==> src/rtl/irq_vec_pkg.sv <==
package irq_vec_pkg;

   // register addresses
   localparam logic [4:0] A_CSR  = 5'd0;
   localparam logic [4:0] A_IER  = 5'd1;
   localparam logic [4:0] A_IFR  = 5'd2;
   localparam logic [4:0] A_ISET = 5'd3;
   localparam logic [4:0] A_ICLR = 5'd4;
   localparam logic [4:0] A_IRP  = 5'd5;
   localparam logic [4:0] A_BASE = 5'd6;
   localparam int unsigned A_SEL0 = 16;

   // fixed line roles
   localparam int unsigned LINE_RST = 0;
   localparam int unsigned LINE_NMI = 1;

endpackage

==> src/rtl/irq_src_map.sv <==
module irq_src_map #(
   parameter int unsigned NUM_LINES  = 16,
   parameter int unsigned FIRST_MASK = 4,
   parameter int unsigned NUM_EVT    = 32,
   parameter int unsigned SEL_W      = 5
) (
   input  logic                             clk,
   input  logic                             rst_n,
   input  logic [NUM_EVT-1:0]               evt_in,
   input  logic [NUM_LINES-1:0]             sel_we,
   input  logic [SEL_W-1:0]                 sel_wdata,
   output logic [NUM_LINES-1:0][SEL_W-1:0]  sel_o,
   output logic [NUM_LINES-1:0]             rise_o
);

   generate
      if (SEL_W < $clog2(NUM_EVT)) begin : g_bad_sel
         $error("irq_src_map: SEL_W too narrow for NUM_EVT");
      end

      for (genvar l = 0; l < NUM_LINES; l++) begin : g_line
         if (l >= FIRST_MASK) begin : g_mapped
            localparam logic [SEL_W-1:0] SEL_RST = SEL_W'((l - FIRST_MASK) % NUM_EVT);
            logic [SEL_W-1:0] sel_q;
            logic             lvl_prev_q;
            logic             lvl;

            always_comb begin
               lvl = 1'b0;
               if (32'(sel_q) < NUM_EVT) lvl = evt_in[sel_q];
            end

            always_ff @(posedge clk or negedge rst_n) begin
               if (!rst_n) begin
                  sel_q      <= SEL_RST;
                  lvl_prev_q <= 1'b0;
               end else begin
                  if (sel_we[l]) sel_q <= sel_wdata;
                  lvl_prev_q <= lvl;
               end
            end

            assign sel_o[l]  = sel_q;
            assign rise_o[l] = lvl & ~lvl_prev_q;

            // a level that was already high under an unchanged selector gives no edge
            p_level_hold_r2: assert property (@(posedge clk) disable iff (!rst_n)
               ($past(lvl) && $stable(sel_q)) |-> !rise_o[l]);
         end else begin : g_fixed
            assign sel_o[l]  = '0;
            assign rise_o[l] = 1'b0;
         end
      end
   endgenerate

endmodule

==> src/rtl/irq_prio_pick.sv <==
module irq_prio_pick #(
   parameter int unsigned NUM_LINES = 16,
   parameter int unsigned LINE_W    = 4
) (
   input  logic [NUM_LINES-1:0] req_i,
   output logic                 valid_o,
   output logic [LINE_W-1:0]    idx_o,
   output logic [NUM_LINES-1:0] grant_o
);

   always_comb begin
      valid_o = 1'b0;
      idx_o   = '0;
      for (int i = NUM_LINES - 1; i >= 0; i--) begin
         if (req_i[i]) begin
            valid_o = 1'b1;
            idx_o   = LINE_W'(i);
         end
      end
      grant_o = '0;
      if (valid_o) grant_o[idx_o] = 1'b1;
   end

endmodule

==> src/rtl/irq_vec_ctrl.sv <==
module irq_vec_ctrl #(
   parameter int unsigned NUM_LINES   = 16,
   parameter int unsigned FIRST_MASK  = 4,
   parameter int unsigned NUM_EVT     = 32,
   parameter int unsigned ADDR_W      = 32,
   parameter int unsigned STRIDE_LOG2 = 5
) (
   input  logic               clk,
   input  logic               rst_n,
   input  logic               rst_irq_in,
   input  logic               nmi_in,
   input  logic [NUM_EVT-1:0] evt_in,
   input  logic               reg_wr,
   input  logic [4:0]         reg_addr,
   input  logic [ADDR_W-1:0]  reg_wdata,
   output logic [ADDR_W-1:0]  reg_rdata,
   input  logic [ADDR_W-1:0]  pc_in,
   input  logic               rti_in,
   output logic               take_o,
   output logic [3:0]         take_line_o,
   output logic [ADDR_W-1:0]  vec_addr_o
);
   import irq_vec_pkg::*;

   localparam int unsigned LINE_W     = 4;
   localparam int unsigned SEL_W      = $clog2(NUM_EVT);
   localparam int unsigned TABLE_LOG2 = LINE_W + STRIDE_LOG2;
   localparam int unsigned NL         = NUM_LINES;

   generate
      if (NUM_LINES > 16 || NUM_LINES <= FIRST_MASK || FIRST_MASK < 2) begin : g_bad_lines
         $error("irq_vec_ctrl: line count or first maskable line out of range");
      end
      if (ADDR_W < NUM_LINES || ADDR_W <= TABLE_LOG2 || SEL_W > 32) begin : g_bad_addr
         $error("irq_vec_ctrl: ADDR_W too narrow");
      end
   endgenerate

   // state
   logic                       gie_q, pgie_q;
   logic [NL-1:0]              ier_q, ifr_q, ifr_nxt;
   logic [ADDR_W-1:0]          irp_q;
   logic [ADDR_W-TABLE_LOG2-1:0] base_q;
   logic                       take_q;
   logic [LINE_W-1:0]          line_q;
   logic                       rst_prev_q, nmi_prev_q;

   // write decode
   logic wr_csr, wr_ier, wr_set, wr_clr, wr_irp, wr_base;
   logic [NL-1:0] sel_we;

   assign wr_csr  = reg_wr && (reg_addr == A_CSR);
   assign wr_ier  = reg_wr && (reg_addr == A_IER);
   assign wr_set  = reg_wr && (reg_addr == A_ISET);
   assign wr_clr  = reg_wr && (reg_addr == A_ICLR);
   assign wr_irp  = reg_wr && (reg_addr == A_IRP);
   assign wr_base = reg_wr && (reg_addr == A_BASE);

   always_comb begin
      for (int l = 0; l < NL; l++) begin
         sel_we[l] = reg_wr && (32'(reg_addr) == A_SEL0 + l) && (l >= FIRST_MASK);
      end
   end

   // sources
   logic [NL-1:0][SEL_W-1:0] sel_all;
   logic [NL-1:0]            map_rise;
   logic [NL-1:0]            hw_set;

   irq_src_map #(
      .NUM_LINES (NL),
      .FIRST_MASK(FIRST_MASK),
      .NUM_EVT   (NUM_EVT),
      .SEL_W     (SEL_W)
   ) u_src (
      .clk      (clk),
      .rst_n    (rst_n),
      .evt_in   (evt_in),
      .sel_we   (sel_we),
      .sel_wdata(reg_wdata[SEL_W-1:0]),
      .sel_o    (sel_all),
      .rise_o   (map_rise)
   );

   always_comb begin
      hw_set           = map_rise;
      hw_set[LINE_RST] = rst_irq_in & ~rst_prev_q;
      hw_set[LINE_NMI] = nmi_in & ~nmi_prev_q;
   end

   // eligibility and arbitration
   logic          nmie;
   logic [NL-1:0] elig;
   logic          pick_valid;
   logic [LINE_W-1:0] pick_idx;
   logic [NL-1:0] pick_grant;

   assign nmie = ier_q[LINE_NMI];

   always_comb begin
      for (int l = 0; l < NL; l++) begin
         if (l == LINE_RST)      elig[l] = ifr_q[l];
         else if (l == LINE_NMI) elig[l] = ifr_q[l] & nmie;
         else                    elig[l] = ifr_q[l] & ier_q[l] & gie_q & nmie;
      end
   end

   irq_prio_pick #(
      .NUM_LINES(NL),
      .LINE_W   (LINE_W)
   ) u_pick (
      .req_i  (elig),
      .valid_o(pick_valid),
      .idx_o  (pick_idx),
      .grant_o(pick_grant)
   );

   // flag update: sets (hardware or software) win over clears
   always_comb begin
      ifr_nxt = ifr_q & ~pick_grant;
      if (wr_clr) ifr_nxt = ifr_nxt & ~reg_wdata[NL-1:0];
      ifr_nxt = ifr_nxt | hw_set;
      if (wr_set) ifr_nxt = ifr_nxt | reg_wdata[NL-1:0];
   end

   always_ff @(posedge clk or negedge rst_n) begin
      if (!rst_n) begin
         gie_q      <= 1'b0;
         pgie_q     <= 1'b0;
         ier_q      <= '0;
         ifr_q      <= '0;
         irp_q      <= '0;
         base_q     <= '0;
         take_q     <= 1'b0;
         line_q     <= '0;
         rst_prev_q <= 1'b0;
         nmi_prev_q <= 1'b0;
      end else begin
         rst_prev_q <= rst_irq_in;
         nmi_prev_q <= nmi_in;
         ifr_q      <= ifr_nxt;
         take_q     <= pick_valid;
         if (pick_valid) begin
            line_q <= pick_idx;
            pgie_q <= gie_q;
            gie_q  <= 1'b0;
            irp_q  <= pc_in;
         end else begin
            if (rti_in) begin
               gie_q <= pgie_q;
            end else if (wr_csr) begin
               gie_q  <= reg_wdata[0];
               pgie_q <= reg_wdata[1];
            end
            if (wr_irp) irp_q <= reg_wdata;
         end
         if (wr_ier)  ier_q  <= reg_wdata[NL-1:0];
         if (wr_base) base_q <= reg_wdata[ADDR_W-1:TABLE_LOG2];
      end
   end

   // outputs
   assign take_o      = take_q;
   assign take_line_o = line_q;
   assign vec_addr_o  = {base_q, line_q, {STRIDE_LOG2{1'b0}}};

   // read port
   logic [3:0] sel_idx;
   assign sel_idx = reg_addr[3:0];

   always_comb begin
      reg_rdata = '0;
      if (reg_addr[4]) begin
         if (32'(sel_idx) < NL) reg_rdata = ADDR_W'(sel_all[sel_idx]);
      end else begin
         case (reg_addr)
            A_CSR:  reg_rdata = ADDR_W'({pgie_q, gie_q});
            A_IER:  reg_rdata = ADDR_W'(ier_q | NL'(1));
            A_IFR:  reg_rdata = ADDR_W'(ifr_q);
            A_IRP:  reg_rdata = irp_q;
            A_BASE: reg_rdata = {base_q, {TABLE_LOG2{1'b0}}};
            default: reg_rdata = '0;
         endcase
      end
   end

   // assertions
   logic [NL-1:0] below_mask;
   assign below_mask = (NL'(1) << line_q) - NL'(1);

   p_irp_load_r6: assert property (@(posedge clk) disable iff (!rst_n)
      take_o |-> (irp_q == $past(pc_in)));

   p_gie_save_r6: assert property (@(posedge clk) disable iff (!rst_n)
      take_o |-> (!gie_q && (pgie_q == $past(gie_q))));

   p_mask_gate_r3: assert property (@(posedge clk) disable iff (!rst_n)
      (take_o && (line_q >= LINE_W'(2))) |-> ($past(gie_q) && $past(ier_q[LINE_NMI])));

   p_nmi_gate_r5: assert property (@(posedge clk) disable iff (!rst_n)
      (take_o && (line_q == LINE_W'(LINE_NMI))) |-> $past(ier_q[LINE_NMI]));

   p_lowest_wins_r4: assert property (@(posedge clk) disable iff (!rst_n)
      take_o |-> (($past(elig) & below_mask) == '0));

   p_rti_restore_r8: assert property (@(posedge clk) disable iff (!rst_n)
      (rti_in && !pick_valid) |=> (gie_q == $past(pgie_q)));

   p_edge_survives_r10: assert property (@(posedge clk) disable iff (!rst_n)
      (|hw_set) |=> ((ifr_q & $past(hw_set)) == $past(hw_set)));

endmodule

==> config.mk <==
export PLATFORM = sky130hd
export DESIGN_NAME = irq_vec_ctrl
export DESIGN_NICKNAME = d
export VERILOG_FILES = /design/src/rtl/irq_vec_pkg.sv /design/src/rtl/irq_src_map.sv /design/src/rtl/irq_prio_pick.sv /design/src/rtl/irq_vec_ctrl.sv
export SDC_FILE = /design/constraint.sdc
export NUM_CORES = 1
export LEC_CHECK = 0
export ABC_CLOCK_PERIOD_IN_PS = 5400
export BUFFER_PORTS_ARGS = -buffer_cell sky130_fd_sc_hd__buf_2
export CORE_ASPECT_RATIO = 1.4
export CORE_MARGIN = 3
export CORE_UTILIZATION = 34
export DETAILED_ROUTE_END_ITERATION = 8
export GPL_TIMING_DRIVEN = 0
export HOLD_SLACK_MARGIN = 0.12
export PLACE_DENSITY = 0.53
export SETUP_SLACK_MARGIN = 0.05
export SLEW_MARGIN = 20
export SYNTH_ARGS = -nofsm -noshare
export SYNTH_HDL_FRONTEND = slang
export SYNTH_SLANG_ARGS = --single-unit
==> constraint.sdc <==
create_clock -name clk -period 5.4 [get_ports clk]
set_clock_uncertainty 0.05 [all_clocks]
set_input_delay 1.08 -clock clk [delete_from_list [all_inputs] [get_ports clk]]
set_output_delay 1.08 -clock clk [all_outputs]
set_load 0.05 [all_outputs]
==> flow_summary.json, run 1 <==
{
  "synthDistinctLibCells": 52,
  "synthesis.area_mm2": 0.0117,
  "placed_cell_area_mm2": 0.0132,
  "grtUsageTotal_pct": 24.8,
  "clk_path_buf_depth": 2,
  "slew_violations": 0,
  "outcome": "finished, final reports clean",
  "synth_common_cells": "mux2i_1 (163), dfrtp_1 (147), mux2_2 (119)",
  "setup_viol": 0,
  "ir_worst_vdd_mv": 0.199,
  "seq_area_frac_synth_pct": 35.8,
  "grt_pass1_vias": 10400,
  "antenna_found_initial": 2,
  "core_mm2": 0.0336,
  "leakagePower_nw": 5.95,
  "overflow": 0,
  "dr.pass1.iters": 7,
  "worstSetupPathType": "input port to output pin",
  "rows": 79,
  "viasPerCell": 5.86,
  "crit_required_ns": 4.27,
  "synth_top_area_share_pct": 31.3,
  "relSlewSlack_pct": 31.1,
  "tns_ns": 0,
  "multi_input_area_mm2": 0.00699,
  "ant_nets": 0,
  "start_util_pct": 34.9,
  "dpl_worst_slack_ns": 0.925,
  "cts_resized": 0,
  "hold_class": "flip-flop to flip-flop",
  "root_buffer": "clkbuf_16",
  "dieArea_mm2": 0.0368,
  "place.gp.congestion": 0.933,
  "synth_area_per_cell_um2": 10.4,
  "vias": 10400,
  "dominantRegCellSynth": "dfrtp_1",
  "min_period_over_period_pct": 82.8,
  "cts_buffers": 17,
  "tightest_slew_ns": 1.03,
  "synth.area.top_cells": "dfrtp_1 (31%), mux2i_1 (14%), mux2_2 (11%)",
  "hold_viol_final": 0,
  "ctsHoldBuffers": 0,
  "die_h_um": 226,
  "htree_num_levels": 4,
  "maxClockFrequency_mhz": 224,
  "cp-end-kind": "output pin",
  "wl_per_cell_um": 25.8,
  "postRouteWirelength_um": 45900,
  "cp.arrival_ns": 3.34,
  "io_buffers": 167,
  "drtIter0Drc": 854,
  "post-route-min-period_ns": 4.47,
  "seqCellArea_mm2": 0.00420,
  "maxCapViolCount": 0,
  "io_pins": 176,
  "crit_path_max_fanout": 10,
  "synth_most_common_cell": "mux2i_1",
  "finalInstanceArea_mm2": 0.0138,
  "synth_edf_count": 0,
  "drc": 0,
  "cts_setup_buffers": 0,
  "nFillCells": 3387,
  "clkLatencyLatePin_ns": 0.46,
  "cts.sinks": 167,
  "dp_hpwl_um": 33000,
  "yosysTopAreaCell": "dfrtp_1",
  "power_density_mw_per_mm2": 377,
  "reg2reg_slack_ns": 2.42,
  "ys_ff_latch": 167,
  "grt_max_degree": 96,
  "nNetsFinal": 1422,
  "synthArstFlopShare_pct": 100,
  "grt_first_pass_wirelength_um": 67500,
  "yosys_warnings": 0,
  "start_kind": "input port",
  "cts_tree": "yes",
  "synthCells": 1124,
  "path_clk_slew_ns": 0.07,
  "drive_above_1_share_pct": 31.9,
  "rsz0062_at_grt": "false",
  "area_growth_pct": 17.3,
  "die_x_um": 163,
  "setup_slack_ns": 0.931
}
state kept, by name, indices dropped and copies added, names as in the netlist:
name / flops
base_q: 23
gie_q: 1
ier_q: 15
ifr_q: 16
irp_q: 32
nmi_prev_q: 1
pgie_q: 1
rst_prev_q: 1
take_line_o: 4
take_o: 1
u_src.g_line.g_mapped.lvl_prev_q: 12
u_src.g_line.g_mapped.sel_q: 60
routing by layer:
layer  global-route usage [%]  up-vias  share of wire, %
li1                         -     4631                 -
met2                     43.4      409                50
met5                        0        -                 0
met3                     4.40      109               5.8
met4                     11.2        0               4.5
met1                     29.6     5251                39
worst paths after layout:
| kind | start | to | cells after the start |
|---|---|---|---|
| setup / recovery | reg_addr[0] | reg_rdata[21] | 8 |
| hold / removal | rst_prev_q | ifr_q[0] | 1 |
| setup reg to reg | ier_q[1] | irp_q[14] | 8 |
| hold reg to reg | rst_prev_q | ifr_q[0] | 1 |
| max in group asynchronous | rst_n | u_src.g_line[7].g_mapped.sel_q[0] | 2 |
| min in group asynchronous | rst_n | irp_q[18] | 1 |
metrics by stage:
step	total power, mW	cells	utilization [%]	hold slack (ns)
floorplan	3.30	1128	-	0.350
global placement	3.94	1740	39.1	0.373
detailed placement	3.97	1741	39.2	0.368
CTS	5.20	1773	40.9	0.376
global route	5.45	1775	40.9	0.386
finish	5.19	1776	41.0	0.372
area by class of cell:
cell class	instances	share of cell area, %
plain buffers	105	3.43
clock inverters	12	0.873
repair buffers	168	6.35
flip-flops and latches	167	30.5
clock buffers	20	3.32
inverters	22	0.600
well taps	445	4.05
diodes	3	0.0545
multi-input cells	834	50.8
placed cells by master, fill, tap and decap left out, drive strengths merged, types with 3 or more instances in the layout:
| master | instances |
|---|---|
| a32o | 3 |
| dfstp | 20 |
| a22oi | 57 |
| nor3b | 10 |
| buf | 215 |
| o21ai | 9 |
| clkbuf | 78 |
| o21a | 3 |
| clkinv | 4 |
| mux2i | 163 |
| and2 | 12 |
| inv | 25 |
| clkinvlp | 4 |
| nand2 | 84 |
| nor2 | 79 |
| a22o | 25 |
| o211a | 4 |
| mux4 | 43 |
| diode | 3 |
| conb | 5 |
| and3 | 3 |
| dfrtp | 147 |
| mux2 | 119 |
| a2111oi | 8 |
| o311a | 5 |
| nor3 | 8 |
| a221oi | 4 |
| o311ai | 8 |
| a311o | 8 |
| nand3 | 18 |
| nor2b | 27 |
| nand2b | 14 |
| nand4 | 3 |
| a21oi | 66 |
| o22ai | 3 |
| a221o | 18 |
| a211oi | 7 |
kinds of logic (layout without fill, tap and decap cells):
group | count (synthesis) | after routing | synth area share, %
buffers and inverters | 127 | 327 | 4.72
muxes | 325 | 325 | 33.6
AOI/OAI and AO/OA | 237 | 237 | 14.9
other | 1 | 8 | 0.0320
and+or+nand+nor | 267 | 267 | 10.9
DFF | 167 | 167 | 35.8
power breakdown:
part	switching (mW)	total [mW]	leakage, nW	internal, mW
registers	0.316	1.92	1.97	1.61
clock network	0.557	1.22	0.271	0.665
logic	1.21	2.04	3.71	0.837
critical path, cell delays in order:
cell and delay [ns]:
buf_2 0.23, buf_2 0.37, buf_4 0.26, nor3b_1 0.07, a2111o_1 0.49, clkbuf_1 0.32
nor2_1 0.22, buf_2 0.29
(Power assumes the default switching activity.)
==> inputs of run 2 (changes only) <==
--- a/config.mk
+++ b/config.mk
@@ -5,7 +5,8 @@
 export SDC_FILE = /design/constraint.sdc
 export NUM_CORES = 1
 export LEC_CHECK = 0
-export ABC_CLOCK_PERIOD_IN_PS = 5400
+export ABC_AREA = 1
+export ABC_CLOCK_PERIOD_IN_PS = 3900
 export BUFFER_PORTS_ARGS = -buffer_cell sky130_fd_sc_hd__buf_2
 export CORE_ASPECT_RATIO = 1.4
 export CORE_MARGIN = 3
@@ -13,7 +14,7 @@
 export DETAILED_ROUTE_END_ITERATION = 8
 export GPL_TIMING_DRIVEN = 0
 export HOLD_SLACK_MARGIN = 0.12
-export PLACE_DENSITY = 0.53
+export PLACE_DENSITY = 0.55
 export SETUP_SLACK_MARGIN = 0.05
 export SLEW_MARGIN = 20
 export SYNTH_ARGS = -nofsm -noshare
==> constraint.sdc (replaced) <==
create_clock -name clk -period 3.9 [get_ports clk]
set_clock_uncertainty 0.05 [all_clocks]
set_input_delay 0.78 -clock clk [delete_from_list [all_inputs] [get_ports clk]]
set_output_delay 0.78 -clock clk [all_outputs]
set_load 0.05 [all_outputs]
==> run 2 against run 1 <==
- die area fell by 0.38%
- non-clock buffer count increased by 23
- sequential cell count unchanged
- synthesized cell count rose by 45%
- global-route usage is 3.0 points higher
- area after synthesis fell by 0.39%
- final area up 0.14%
- sequential power up 31%
- clock-buffer cell count fell by 2
- critical path type unchanged
- largest cell class unchanged
==> flow_summary.json, run 2 <==
{
  "synthesis.area_mm2": 0.0117,
  "cp_num_buf_inv": 5,
  "crit_path_max_fanout": 10,
  "nNetsFinal": 1929,
  "start_kind": "input port",
  "cp_num_cells": 9,
  "drive_above_1_share_pct": 18.1,
  "mostFrequentLayoutCell": "o21ai_0",
  "synthDistinctLibCells": 50,
  "largest_reg_flops": 60,
  "hold_viol_final": 0,
  "grt_first_pass_wirelength_um": 77600,
  "dp_cells": 2249,
  "placed_cell_area_mm2": 0.0131,
  "relSlewSlack_pct": 27.0,
  "ys_ff_latch": 167,
  "synth_top_area_share_pct": 31.5,
  "dieArea_mm2": 0.0367,
  "area_growth_pct": 17.9,
  "finalInstanceArea_mm2": 0.0138,
  "maxClockFrequency_mhz": 265,
  "ir_worst_vdd_mv": 0.340,
  "regToRegEndpoint": "ifr_q[8]",
  "clkLatencyLatePin_ns": 0.46,
  "post-route-util_pct": 41.0,
  "postRouteWirelength_um": 51900,
  "worstSetupPathType": "input port to output pin",
  "synth_common_cells": "o21ai_0 (314), nand2_1 (262), nor2_1 (196)",
  "multi_input_area_mm2": 0.00633,
  "nFillCells": 3600,
  "outcome": "finished, final reports clean",
  "die_x_um": 163,
  "vias": 13200,
  "final_cell_mix": "o21ai_0 (314), nand2_1 (262), nor2_1 (194), buf_2 (178), dfrtp_1 (147)",
  "wl_per_cell_um": 22.8,
  "cts.sinks": 167,
  "reg2reg_slack_ns": 1.16,
  "cp_slowest_stage_delay_ns": 0.55,
  "crit_required_ns": 3.07,
  "dpl_worst_slack_ns": -0.236,
  "cp-end-kind": "output pin",
  "synth.area.top_cells": "dfrtp_1 (31%), o21ai_0 (13%), nand2_1 (8.4%)",
  "start_util_pct": 34.8,
  "yosys_warnings": 0,
  "clk_path_buf_depth": 2,
  "synth_area_per_cell_um2": 7.17,
  "reg2reg_depth": 11,
  "rr_startpoint": "u_src.g_line[8].g_mapped.sel_q[0]",
  "io_buffers": 168,
  "cp.arrival_ns": 2.95,
  "leakagePower_nw": 6.15,
  "rsz0062_at_grt": "true",
  "rows": 79,
  "regMostFlops": "u_src.g_line.g_mapped.sel_q",
  "hold_class": "input port to asynchronous set/reset pin",
  "largestRegisters": "u_src.g_line.g_mapped.sel_q x60, irp_q x32, base_q x23",
  "cts_tree": "yes",
  "setup_slack_ns": 0.123,
  "grt_max_degree": 87,
  "yosysTopAreaCell": "dfrtp_1",
  "drc": 0,
  "dr.pass1.iters": 6,
  "die_h_um": 225,
  "power_density_mw_per_mm2": 548,
  "finalNonFillerCells": 2281,
  "viasPerCell": 5.80,
  "synth_most_common_cell": "o21ai_0",
  "overflow": 0,
  "cp_cell_sequence": "buf_2 -> inv_1 -> nor2_1 -> inv_2 -> nor2_1 -> clkinv_2 -> o22ai_1 -> a221o_1 -> buf_2",
  "root_buffer": "clkbuf_16",
  "dominantRegCellSynth": "dfrtp_1",
  "slew_violations": 0,
  "dp_hpwl_um": 37400,
  "maxCapViolCount": 0,
  "synth_edf_count": 0,
  "ant_nets": 0,
  "place.gp.congestion": 0.973,
  "post-route-min-period_ns": 3.78,
  "crit_end": "reg_rdata[14]",
  "grt_pass1_vias": 12700,
  "setup_viol": 0,
  "cts_buffers": 17,
  "tns_ns": 0,
  "path_clk_slew_ns": 0.06,
  "antenna_found_initial": 0,
  "power_mw": 7.56,
  "htree_num_levels": 4,
  "crit_start": "reg_addr[1]",
  "synthArstFlopShare_pct": 100,
  "core_mm2": 0.0336,
  "seqCellArea_mm2": 0.00420,
  "grtUsageTotal_pct": 27.8,
  "tightest_slew_ns": 1.10,
  "drtIter0Drc": 1264,
  "crit_family": "buffers and inverters",
  "io_pins": 176,
  "holdWs_ns": 0.254,
  "cp_slowest_cell": "nor2_1",
  "seq_area_frac_synth_pct": 36.0,
  "synthCells": 1631,
  "min_period_over_period_pct": 96.8
}
## run 2: power breakdown
group / internal [mW] / switching (mW)
Clock: 1.03 / 0.783
Sequential: 2.23 / 0.286
Combinational: 0.969 / 2.26
## run 2: worst register-to-register path, stage by stage, from the launching register on
cell      delay, ns
dfrtp_1        0.32
clkbuf_1       0.33
inv_1          0.21
clkbuf_1       0.27
nor2_1         0.15
o22ai_1        0.11
o21ai_0        0.16
nand2_1        0.07
o21ai_0        0.70
o22ai_1        0.13
inv_1          0.08
nand2_1        0.05
## run 2: what timing repair did
item | in CTS | in global routing
setup buffers | 0 | 0
setup endpoints to repair | 20 | 12
hold buffers | 0 | 0
gates resized for setup | 7 | 6
## run 2: worst min path at each step
| stage | slack [ns] | to | start | cells past startpoint |
|---|---|---|---|---|
| 6_report | 0.25 | irp_q[17] | rst_n | 1 |
| 5_1_grt | 0.32 | irp_q[16] | rst_n | 1 |
| 4_1_cts | 0.29 | irp_q[17] | rst_n | 1 |
| 3_5_place_dp | 0.39 | ifr_q[0] | rst_prev_q | 1 |
| 3_3_place_gp | 0.37 | ifr_q[0] | rst_prev_q | 1 |
| 2_1_floorplan | 0.36 | ifr_q[0] | rst_prev_q | 1 |
## run 2: routing by layer
metal  share of wire [%]  vias to the layer above  track usage (%)
met3                 8.0                      198             5.11
met1                  36                     6250             31.7
met4                 6.4                        0             16.8
li1                    -                     6022                -
met5                   0                        -                0
met2                  50                      770             48.1
## run 2: final cells by class
type | count | share of cell area (%)
flip-flops and latches | 167 | 30.5
inverters | 161 | 4.41
diodes | 2 | 0.0363
clock buffers | 18 | 3.19
plain buffers | 127 | 4.25
repair buffers | 169 | 6.39
well taps | 445 | 4.04
clock inverters | 13 | 1.24
multi-input cells | 1179 | 45.9
## run 2: logic make-up (layout without fill, tap and decap cells)
kind of cell	Yosys count	count (layout)	synth area share [%]
buf+inv	289	488	10.2
compound gates	560	560	29.5
other cells	1	7	0.0321
simple gates	592	592	22.2
flops	167	167	36.0
mux	22	22	2.06
